File: src/rtl/swl_pkg.sv
package swl_pkg;

   typedef enum logic [1:0] {
      DST_INT = 2'b00,
      DST_REF = 2'b01,
      DST_CTL = 2'b10,
      DST_NSP = 2'b11
   } dst_e;

   localparam int unsigned DST_COUNT = 4;
   localparam int unsigned CODE_W    = 2;

endpackage

File: src/rtl/swl_sync_cell.sv
module swl_sync_cell #(
   parameter int unsigned STAGES   = 2,
   parameter bit          RISE_OUT = 1'b0
) (
   input  logic clk,
   input  logic rst_n,
   input  logic d,
   output logic q
);

   if (STAGES < 2) begin : g_bad_stages
      $error("swl_sync_cell: STAGES must be at least 2");
   end

   logic [STAGES-1:0] chain_q;

   always_ff @(posedge clk) begin
      if (!rst_n) chain_q <= '0;
      else        chain_q <= {chain_q[STAGES-2:0], d};
   end

   if (RISE_OUT) begin : g_rise
      logic prev_q;
      always_ff @(posedge clk) begin
         if (!rst_n) prev_q <= 1'b0;
         else        prev_q <= chain_q[STAGES-1];
      end
      assign q = chain_q[STAGES-1] & ~prev_q;

      // a detected edge is never two cycles long
      p_single_pulse_r2: assert property (@(posedge clk) disable iff (!rst_n)
         q |=> !q);
   end else begin : g_level
      assign q = chain_q[STAGES-1];
   end

endmodule

File: src/rtl/swl_shift_capture.sv
module swl_shift_capture #(
   parameter int unsigned WORD_W = 24
) (
   input  logic              clk,
   input  logic              rst_n,
   input  logic              shift_en,
   input  logic              din,
   output logic [WORD_W-1:0] word
);

   if (WORD_W < 3) begin : g_bad_width
      $error("swl_shift_capture: WORD_W too small");
   end

   logic [WORD_W-1:0] sr_q;

   always_ff @(posedge clk) begin
      if (!rst_n)        sr_q <= '0;
      else if (shift_en) sr_q <= {sr_q[WORD_W-2:0], din};
   end

   assign word = sr_q;

   // without a serial clock edge the shift register holds
   p_hold_r11: assert property (@(posedge clk) disable iff (!rst_n)
      !shift_en |=> $stable(word));

endmodule

File: src/rtl/swl_reg_bank.sv
module swl_reg_bank
   import swl_pkg::*;
#(
   parameter int unsigned WORD_W    = 24,
   parameter int unsigned RDIV_W    = 4,
   parameter int unsigned INT_W     = 9,
   parameter int unsigned FRAC_W    = 12,
   parameter int unsigned MOD_RESET = 2,
   localparam int unsigned PAY_W    = WORD_W - CODE_W,
   localparam int unsigned NSP_W    = PAY_W - FRAC_W - INT_W,
   localparam int unsigned RSP_W    = PAY_W - FRAC_W - RDIV_W
) (
   input  logic                 clk,
   input  logic                 rst_n,
   input  logic                 wr_en,
   input  logic [WORD_W-1:0]    word,
   output logic [RDIV_W-1:0]    ref_div,
   output logic [INT_W-1:0]     int_div,
   output logic [FRAC_W-1:0]    frac_val,
   output logic [FRAC_W-1:0]    mod_val,
   output logic [NSP_W-1:0]     n_spare,
   output logic [RSP_W-1:0]     r_spare,
   output logic [PAY_W-1:0]     ctl_word,
   output logic [PAY_W-1:0]     nsp_word,
   output logic [DST_COUNT-1:0] upd
);

   if (FRAC_W + INT_W + 1 > PAY_W) begin : g_bad_n_layout
      $error("swl_reg_bank: integer and fraction fields do not fit");
   end
   if (FRAC_W + RDIV_W + 1 > PAY_W) begin : g_bad_r_layout
      $error("swl_reg_bank: modulus and reference fields do not fit");
   end
   if (MOD_RESET == 0 || MOD_RESET >= (1 << FRAC_W)) begin : g_bad_mod_reset
      $error("swl_reg_bank: MOD_RESET must be nonzero and fit the modulus");
   end

   localparam int unsigned F_LO  = CODE_W;
   localparam int unsigned F_HI  = F_LO + FRAC_W - 1;
   localparam int unsigned I_LO  = F_HI + 1;
   localparam int unsigned I_HI  = I_LO + INT_W - 1;
   localparam int unsigned R_LO  = F_HI + 1;
   localparam int unsigned R_HI  = R_LO + RDIV_W - 1;
   localparam logic [FRAC_W-1:0] MOD_INIT = FRAC_W'(MOD_RESET);

   dst_e                 sel;
   logic [RDIV_W-1:0]    ref_q;
   logic [INT_W-1:0]     int_q;
   logic [FRAC_W-1:0]    frac_q;
   logic [FRAC_W-1:0]    mod_stg_q;
   logic [FRAC_W-1:0]    mod_act_q;
   logic [NSP_W-1:0]     nsp_q;
   logic [RSP_W-1:0]     rsp_q;
   logic [PAY_W-1:0]     ctl_q;
   logic [PAY_W-1:0]     noise_q;
   logic [DST_COUNT-1:0] upd_q;

   assign sel = dst_e'(word[CODE_W-1:0]);

   always_ff @(posedge clk) begin
      if (!rst_n) begin
         ref_q     <= '0;
         int_q     <= '0;
         frac_q    <= '0;
         nsp_q     <= '0;
         rsp_q     <= '0;
         ctl_q     <= '0;
         noise_q   <= '0;
         mod_stg_q <= MOD_INIT;
         mod_act_q <= MOD_INIT;
         upd_q     <= '0;
      end else begin
         upd_q <= '0;
         if (wr_en) begin
            upd_q[sel] <= 1'b1;
            unique case (sel)
               DST_INT: begin
                  frac_q    <= word[F_HI:F_LO];
                  int_q     <= word[I_HI:I_LO];
                  nsp_q     <= word[WORD_W-1:I_HI+1];
                  mod_act_q <= mod_stg_q;
               end
               DST_REF: begin
                  mod_stg_q <= word[F_HI:F_LO];
                  ref_q     <= word[R_HI:R_LO];
                  rsp_q     <= word[WORD_W-1:R_HI+1];
               end
               DST_CTL: ctl_q   <= word[WORD_W-1:CODE_W];
               DST_NSP: noise_q <= word[WORD_W-1:CODE_W];
               default: ;
            endcase
         end
      end
   end

   assign ref_div  = ref_q;
   assign int_div  = int_q;
   assign frac_val = frac_q;
   assign mod_val  = mod_act_q;
   assign n_spare  = nsp_q;
   assign r_spare  = rsp_q;
   assign ctl_word = ctl_q;
   assign nsp_word = noise_q;
   assign upd      = upd_q;

   // every write gives exactly one strobe, no write gives none
   p_strobe_write_r9: assert property (@(posedge clk) disable iff (!rst_n)
      wr_en |=> $countones(upd) == 1);
   p_strobe_idle_r9: assert property (@(posedge clk) disable iff (!rst_n)
      !wr_en |=> upd == '0);
   // the active modulus moves only on an integer/fraction write
   p_mod_steady_r6: assert property (@(posedge clk) disable iff (!rst_n)
      !(wr_en && sel == DST_INT) |=> $stable(mod_val));
   // the commit takes the value staged before the write
   p_mod_commit_r7: assert property (@(posedge clk) disable iff (!rst_n)
      (wr_en && sel == DST_INT) |=> mod_val == $past(mod_stg_q));
   // reference and control outputs move only on their own writes
   p_ref_own_r10: assert property (@(posedge clk) disable iff (!rst_n)
      !(wr_en && sel == DST_REF) |=> $stable(ref_div));
   p_ctl_own_r10: assert property (@(posedge clk) disable iff (!rst_n)
      !(wr_en && sel == DST_CTL) |=> $stable(ctl_word));

endmodule

File: src/rtl/serial_word_loader.sv
module serial_word_loader
   import swl_pkg::*;
#(
   parameter int unsigned WORD_W      = 24,
   parameter int unsigned RDIV_W      = 4,
   parameter int unsigned INT_W       = 9,
   parameter int unsigned FRAC_W      = 12,
   parameter int unsigned SYNC_STAGES = 2,
   parameter int unsigned MOD_RESET   = 2,
   localparam int unsigned PAY_W      = WORD_W - CODE_W,
   localparam int unsigned NSP_W      = PAY_W - FRAC_W - INT_W,
   localparam int unsigned RSP_W      = PAY_W - FRAC_W - RDIV_W
) (
   input  logic                 clk,
   input  logic                 rst_n,
   input  logic                 ser_clk,
   input  logic                 ser_dat,
   input  logic                 ser_latch,
   output logic [RDIV_W-1:0]    ref_div,
   output logic [INT_W-1:0]     int_div,
   output logic [FRAC_W-1:0]    frac_val,
   output logic [FRAC_W-1:0]    mod_val,
   output logic [NSP_W-1:0]     n_spare,
   output logic [RSP_W-1:0]     r_spare,
   output logic [PAY_W-1:0]     ctl_word,
   output logic [PAY_W-1:0]     nsp_word,
   output logic [DST_COUNT-1:0] upd
);

   logic              sclk_rise;
   logic              latch_rise;
   logic              dat_lvl;
   logic [WORD_W-1:0] sr_word;

   swl_sync_cell #(.STAGES(SYNC_STAGES), .RISE_OUT(1'b1)) u_sync_clk (
      .clk(clk), .rst_n(rst_n), .d(ser_clk), .q(sclk_rise));

   swl_sync_cell #(.STAGES(SYNC_STAGES), .RISE_OUT(1'b1)) u_sync_latch (
      .clk(clk), .rst_n(rst_n), .d(ser_latch), .q(latch_rise));

   swl_sync_cell #(.STAGES(SYNC_STAGES), .RISE_OUT(1'b0)) u_sync_dat (
      .clk(clk), .rst_n(rst_n), .d(ser_dat), .q(dat_lvl));

   swl_shift_capture #(.WORD_W(WORD_W)) u_shift (
      .clk(clk), .rst_n(rst_n), .shift_en(sclk_rise), .din(dat_lvl),
      .word(sr_word));

   swl_reg_bank #(
      .WORD_W(WORD_W), .RDIV_W(RDIV_W), .INT_W(INT_W),
      .FRAC_W(FRAC_W), .MOD_RESET(MOD_RESET)
   ) u_bank (
      .clk(clk), .rst_n(rst_n), .wr_en(latch_rise), .word(sr_word),
      .ref_div(ref_div), .int_div(int_div), .frac_val(frac_val),
      .mod_val(mod_val), .n_spare(n_spare), .r_spare(r_spare),
      .ctl_word(ctl_word), .nsp_word(nsp_word), .upd(upd));

   // strobes never overlap at the block edge
   p_upd_onehot_r9: assert property (@(posedge clk) disable iff (!rst_n)
      $onehot0(upd));

endmodule

File: config.mk
export PLATFORM = sky130hd
export DESIGN_NAME = serial_word_loader
export DESIGN_NICKNAME = d
export VERILOG_FILES = /design/src/rtl/swl_pkg.sv /design/src/rtl/swl_sync_cell.sv /design/src/rtl/swl_shift_capture.sv /design/src/rtl/swl_reg_bank.sv /design/src/rtl/serial_word_loader.sv
export SDC_FILE = /design/constraint.sdc
export NUM_CORES = 1
export LEC_CHECK = 0
export ABC_AREA = 1
export BUFFER_PORTS_ARGS = -buffer_cell sky130_fd_sc_hd__buf_2
export CORE_MARGIN = 2
export CORE_UTILIZATION = 52
export CTS_BUF_LIST = sky130_fd_sc_hd__clkbuf_4 sky130_fd_sc_hd__clkbuf_8
export DETAILED_ROUTE_END_ITERATION = 6
export PLACE_DENSITY = 0.85
export SLEW_MARGIN = 25
export SYNTH_ARGS = -nofsm -noshare
export SYNTH_HDL_FRONTEND = slang
export SYNTH_SLANG_ARGS = --single-unit
File: constraint.sdc
create_clock -name clk -period 3.7 [get_ports clk]
set_clock_uncertainty 0.1 [all_clocks]
set_input_delay 0.555 -clock clk [delete_from_list [all_inputs] [get_ports clk]]
set_output_delay 0.555 -clock clk [all_outputs]
set_load 0.05 [all_outputs]
Word level (Yosys, flattened, before mapping)

Cells that the tools add are included.

Bits in registers: 136
Logic and storage cells: 34
Input bits: 5
Output and inout bits: 92

Bitwise operators: 4
Equal/unequal tests: 3
Reduce and logical (&&, ||, !) cells: 7
Multiplexer cells: 2
$lt $le $gt $ge: 2

Operator list:

| cell                                                                          | number |
|---|---|
| 2-bit AND reduction                                                           | 5 |
| 2-bit == test (second input constant)                                         | 2 |
| 2-bit by 3-bit less-than comparator with 1-bit output (second input constant) | 1 |
| 1-bit AND                                                                     | 2 |
| 1-bit demux with 2-bit select                                                 | 1 |
| 2-bit by 1-bit == test with 1-bit output (second input constant)              | 1 |
| 2-bit by 1-bit >= comparator with 1-bit output (second input constant)        | 1 |
| 2-bit zero test                                                               | 1 |
| 1-bit NOT                                                                     | 2 |
| 1-bit logical AND                                                             | 1 |
| 1-bit two-way mux                                                             | 1 |

Logic depth before layout (Yosys ltp)

Depth after elaboration: 4
Gate-level depth with buffers: 7
Depth with buffers taken out: 5

Modules after synthesis

A second synthesis with hierarchy kept.

Cells, all modules: 820
Area, all modules: 5469.0 µm²

By module, submodules not included:

| module                         | area an instance (µm²) | seq. area each (µm²) | cells each | instances |
|---|---|---|---|---|
| swl_reg_bank                   | 4247.8                 | 2082.0               | 641        | 1 |
| swl_shift_capture              | 980.9                  | 480.5                | 151        | 1 |
| swl_sync_cell (u_sync_clk ...) | 92.6                   | 60.1                 | 11         | 2 |
| swl_sync_cell (u_sync_dat)     | 55.1                   | 40.0                 | 6          | 1 |

Least setup slack after synthesis

OpenSTA, ideal clock, no wires.

Path kind: input-to-reg
Start point: input rst_n
End point: register u_bank.mod_act_q[1] (netlist: u_bank.mod_val[1])
Buffers on the path: 3
Setup time: 0.133 ns
Stages on the path: 4
Required time: 3.467 ns
Arrival: 1.208 ns
Path slack: 2.258 ns
Path through: buf_2 buf_2 clkbuf_1 nand3_1

RTL lines:

| element              | RTL line                 | RTL |
|---|---|---|
| start, declared      | serial_word_loader.sv:15 | `input logic rst_n,` |
| end signal, assigned | swl_reg_bank.sv:81       | `mod_act_q <= mod_stg_q;` |
| end, declared        | swl_reg_bank.sv:51       | `logic [FRAC_W-1:0] mod_act_q;` |

No word-level cell between the ends.

Worst setup path after layout

Start point: register u_shift.sr_q[0] (netlist: u_shift.word[0])
End point: register u_bank.frac_q[0] (netlist: u_bank.frac_val[0])

Longest elaborated chain between the ends: 2

RTL lines:

| element                              | RTL line                | RTL |
|---|---|---|
| start, declared                      | swl_shift_capture.sv:15 | `logic [WORD_W-1:0] sr_q;` |
| start signal, assigned               | swl_shift_capture.sv:19 | `else if (shift_en) sr_q <= {sr_q[WORD_W-2:0], din};` |
| 2-bit zero test                      | swl_reg_bank.sv:76      | `unique case (sel)` |
| 2-bit AND reduction (no source line) | --                      |  |
| end signal, assigned                 | swl_reg_bank.sv:78      | `frac_q <= word[F_HI:F_LO];` |
| end, declared                        | swl_reg_bank.sv:49      | `logic [FRAC_W-1:0] frac_q;` |

No other way between the ends.
A chain may end at the register's enable or synchronous reset.

==> flow_summary.ini <==
[status]
outcome = finished clean

[power_and_ir_drop]
report.power.total_uw = 3180
ir_worst_vdd_v = 0.000309
pwr_density_cell_nw_per_um2 = 521
p_leak_uw = 0.00279

[cts]
clockRootBuffer = clkbuf_8
cts_tree = done
clkTransAtPathRegs_ns = 0.07
h-tree-depth = 4
cts_resized = 0
cts-buffers-inserted = 17
cts_setup_buffers = 0
clk_latency_ns = 0.44
clock_path_buffers = 2
tritoncts_num_sinks = 136
ctsHoldBuffers = 0

[drt]
top_layer = met4
firstDrtPassIters = 5
m1WireLength_um = 5350
via_per_inst = 5.02
finalWirelength_um = 11600
drtIter0Drc = 387
drtAntennaViolNets = 0
drt-wirelength-per-cell_um = 12.5
dr_wl_met2_um = 5310
dr_wl_met3_um = 744
route.detailed.drc = 0
vias = 4657

[sta]
finalHoldViolCount = 0
hold_slack_ns = 0.198
setup_ws_ns = 1.72
slew_viol_final = 0
fmax_mhz = 505
slew_headroom = 0.405
setup_violations = 0
finalCritPeriodShare = 0.536
post-route-min-period_ns = 1.98
worst_slew_pin_slew_ns = 0.893
fin_setup_tns_ns = 0
grt_setup_unrepaired = no

[setup_path]
slowest_delay_ns = 0.67
slowest_stage = nor2_4
endpoint_kind = flip-flop
worstSetupStartpointType = flip-flop
critPathKind = reg -> reg
crit_path_max_fanout = 39
arrival_ns = 2.22
critPathRequiredTime_ns = 3.93
worstPathCellList = nor2_4 -> buf_4 -> nand3_1 -> nand2_1 -> nor2_1

[logic_synthesis]
yosysTopAreaCellShare = 0.528
synth_fa_ha_area_frac = 0
synth_xor_area_frac = 0
synth_edf_count = 0
synthTopCellsByCount = 170 x nor2_1, 136 x dfxtp_1, 116 x nand2_1
yosys.area.top_type = dfxtp_1
ys_seq_area_frac = 0.528
synthArstFlopShare = 0
synthMuxAreaShare = 0
synth_ff_type = dfxtp_1
synth_top_family_by_area = simple AND/OR/NAND/NOR gates
synth_compound_area_frac = 0.0787
synthesis.nets = 714
ys_ff_latch = 136
yosysWarnings = 0
synth.most_common_cell = nor2_1
synth_area_per_cell_um2 = 7.27
syn_inst = 709
synth_area_leaders = dfxtp_1 53%, nor2_1 12%, nand3_1 9.8%, nand2_1 8.5%, a21oi_1 5.5%
syn_area_um2 = 5150
synthSimpleGateAreaFrac = 0.312
yosysUniqueCellTypes = 14

[floorplan]
core-area_um2 = 9680
die_y_um = 104
num_rows = 36
die-area_um2 = 10700
fp.dieW_um = 104
io_pins = 97
start_util = 0.532

[place]
hpwl_um = 7300
gp_congestion = 0.784
dp_cells = 896
portBuffers = 96
place_ws_ns = 1.73

[grt]
grt_pass1_vias = 4225
grt_pass1_wl_um = 19900
grt_usage = 0.227
grt_antenna_before_repair = 0
overflow = 0
grt_start_max_net_pins = 101

[layout]
final_cells = 928
n_antenna_cell = 0
fin_nets = 787
nFillCells = 847
drive_above_1_share = 0.177
syn_to_final_growth_pct = 18.5

[worst_hold_path]
hold_class = in -> reg

[run]
maxCapViolations = 0
worst max-delay path: cells and delay by family, from the launching register on:
| family | cells | cell delay, ns |
|---|---|---|
| flops | 1 | 0.37 |
| buf+inv | 1 | 0.44 |
| simple gates | 4 | 0.96 |
worst paths after layout:
kind / startpoint / endpoint / slack, ns / cells after the start
setup reg to reg: u_shift.word[0] / u_bank.frac_val[0] / 1.72 / 5
setup / recovery: u_shift.word[0] / u_bank.frac_val[0] / 1.72 / 5
hold / removal: ser_latch / u_sync_latch.chain_q[0] / 0.20 / 3
hold reg to reg: u_sync_clk.chain_q[0] / u_sync_clk.chain_q[1] / 0.31 / 2
cell usage in the layout (no fill, tap or decap):
cell,n
clkinv_4,4
clkinv_2,1
bufinv_16,4
nor2_4,2
a21oi_1,57
o21ai_0,24
clkbuf_8,19
nor2_1,170
dfxtp_1,136
buf_2,95
inv_6,2
buf_4,12
nor3_1,2
clkinvlp_4,2
nand2_1,116
nand3_1,101
inv_1,48
where the power goes:
part           total, uW  internal, uW  switching [uW]
logic                298          71.2             227
registers           1530          1500            21.3
clock network       1360           777             580
total               3180          2350             828
per-layer routing:
metal,vias up,GRT usage
met2,151,0.357
met1,2107,0.312
li1,2381,-
met5,-,0
met3,18,0.0510
met4,0,0.0753
registers in the layout, indices dropped and copies added, names as in the netlist:
signal / flops
u_bank.mod_val: 12
u_sync_latch.chain_q: 2
u_sync_latch.g_rise.prev_q: 1
u_shift.word: 24
u_bank.nsp_word: 22
u_bank.r_spare: 6
u_bank.n_spare: 1
u_bank.int_div: 9
u_bank.upd: 4
u_bank.mod_stg_q: 12
u_sync_clk.g_rise.prev_q: 1
u_bank.frac_val: 12
u_sync_clk.chain_q: 2
u_sync_dat.chain_q: 2
u_bank.ref_div: 4
u_bank.ctl_word: 22
kinds of logic (layout without fill, tap and decap cells):
group / after synthesis / in the layout
compound gates: 81 / 81
buf+inv: 101 / 187
flops: 136 / 136
simple gates: 391 / 391
through the flow:
stage / util / area (um^2)
final: 0.630 / 6110
after global routing: 0.630 / 6110
after CTS: 0.630 / 6110
after detailed placement: 0.584 / 5650
after global placement: 0.584 / 5650
after floorplan: - / 5150
cell type report:
cell class	count	area, um^2	share of cell area
repair buffers	107	566	0.0926
inverters	48	180	0.0295
multi-input cells	472	2020	0.330
clock buffers	19	262	0.0428
well taps	133	166	0.0273
flip-flops and latches	136	2720	0.446
clock inverters	13	193	0.0316
Note: power is estimated with default switching activity, not from simulation.
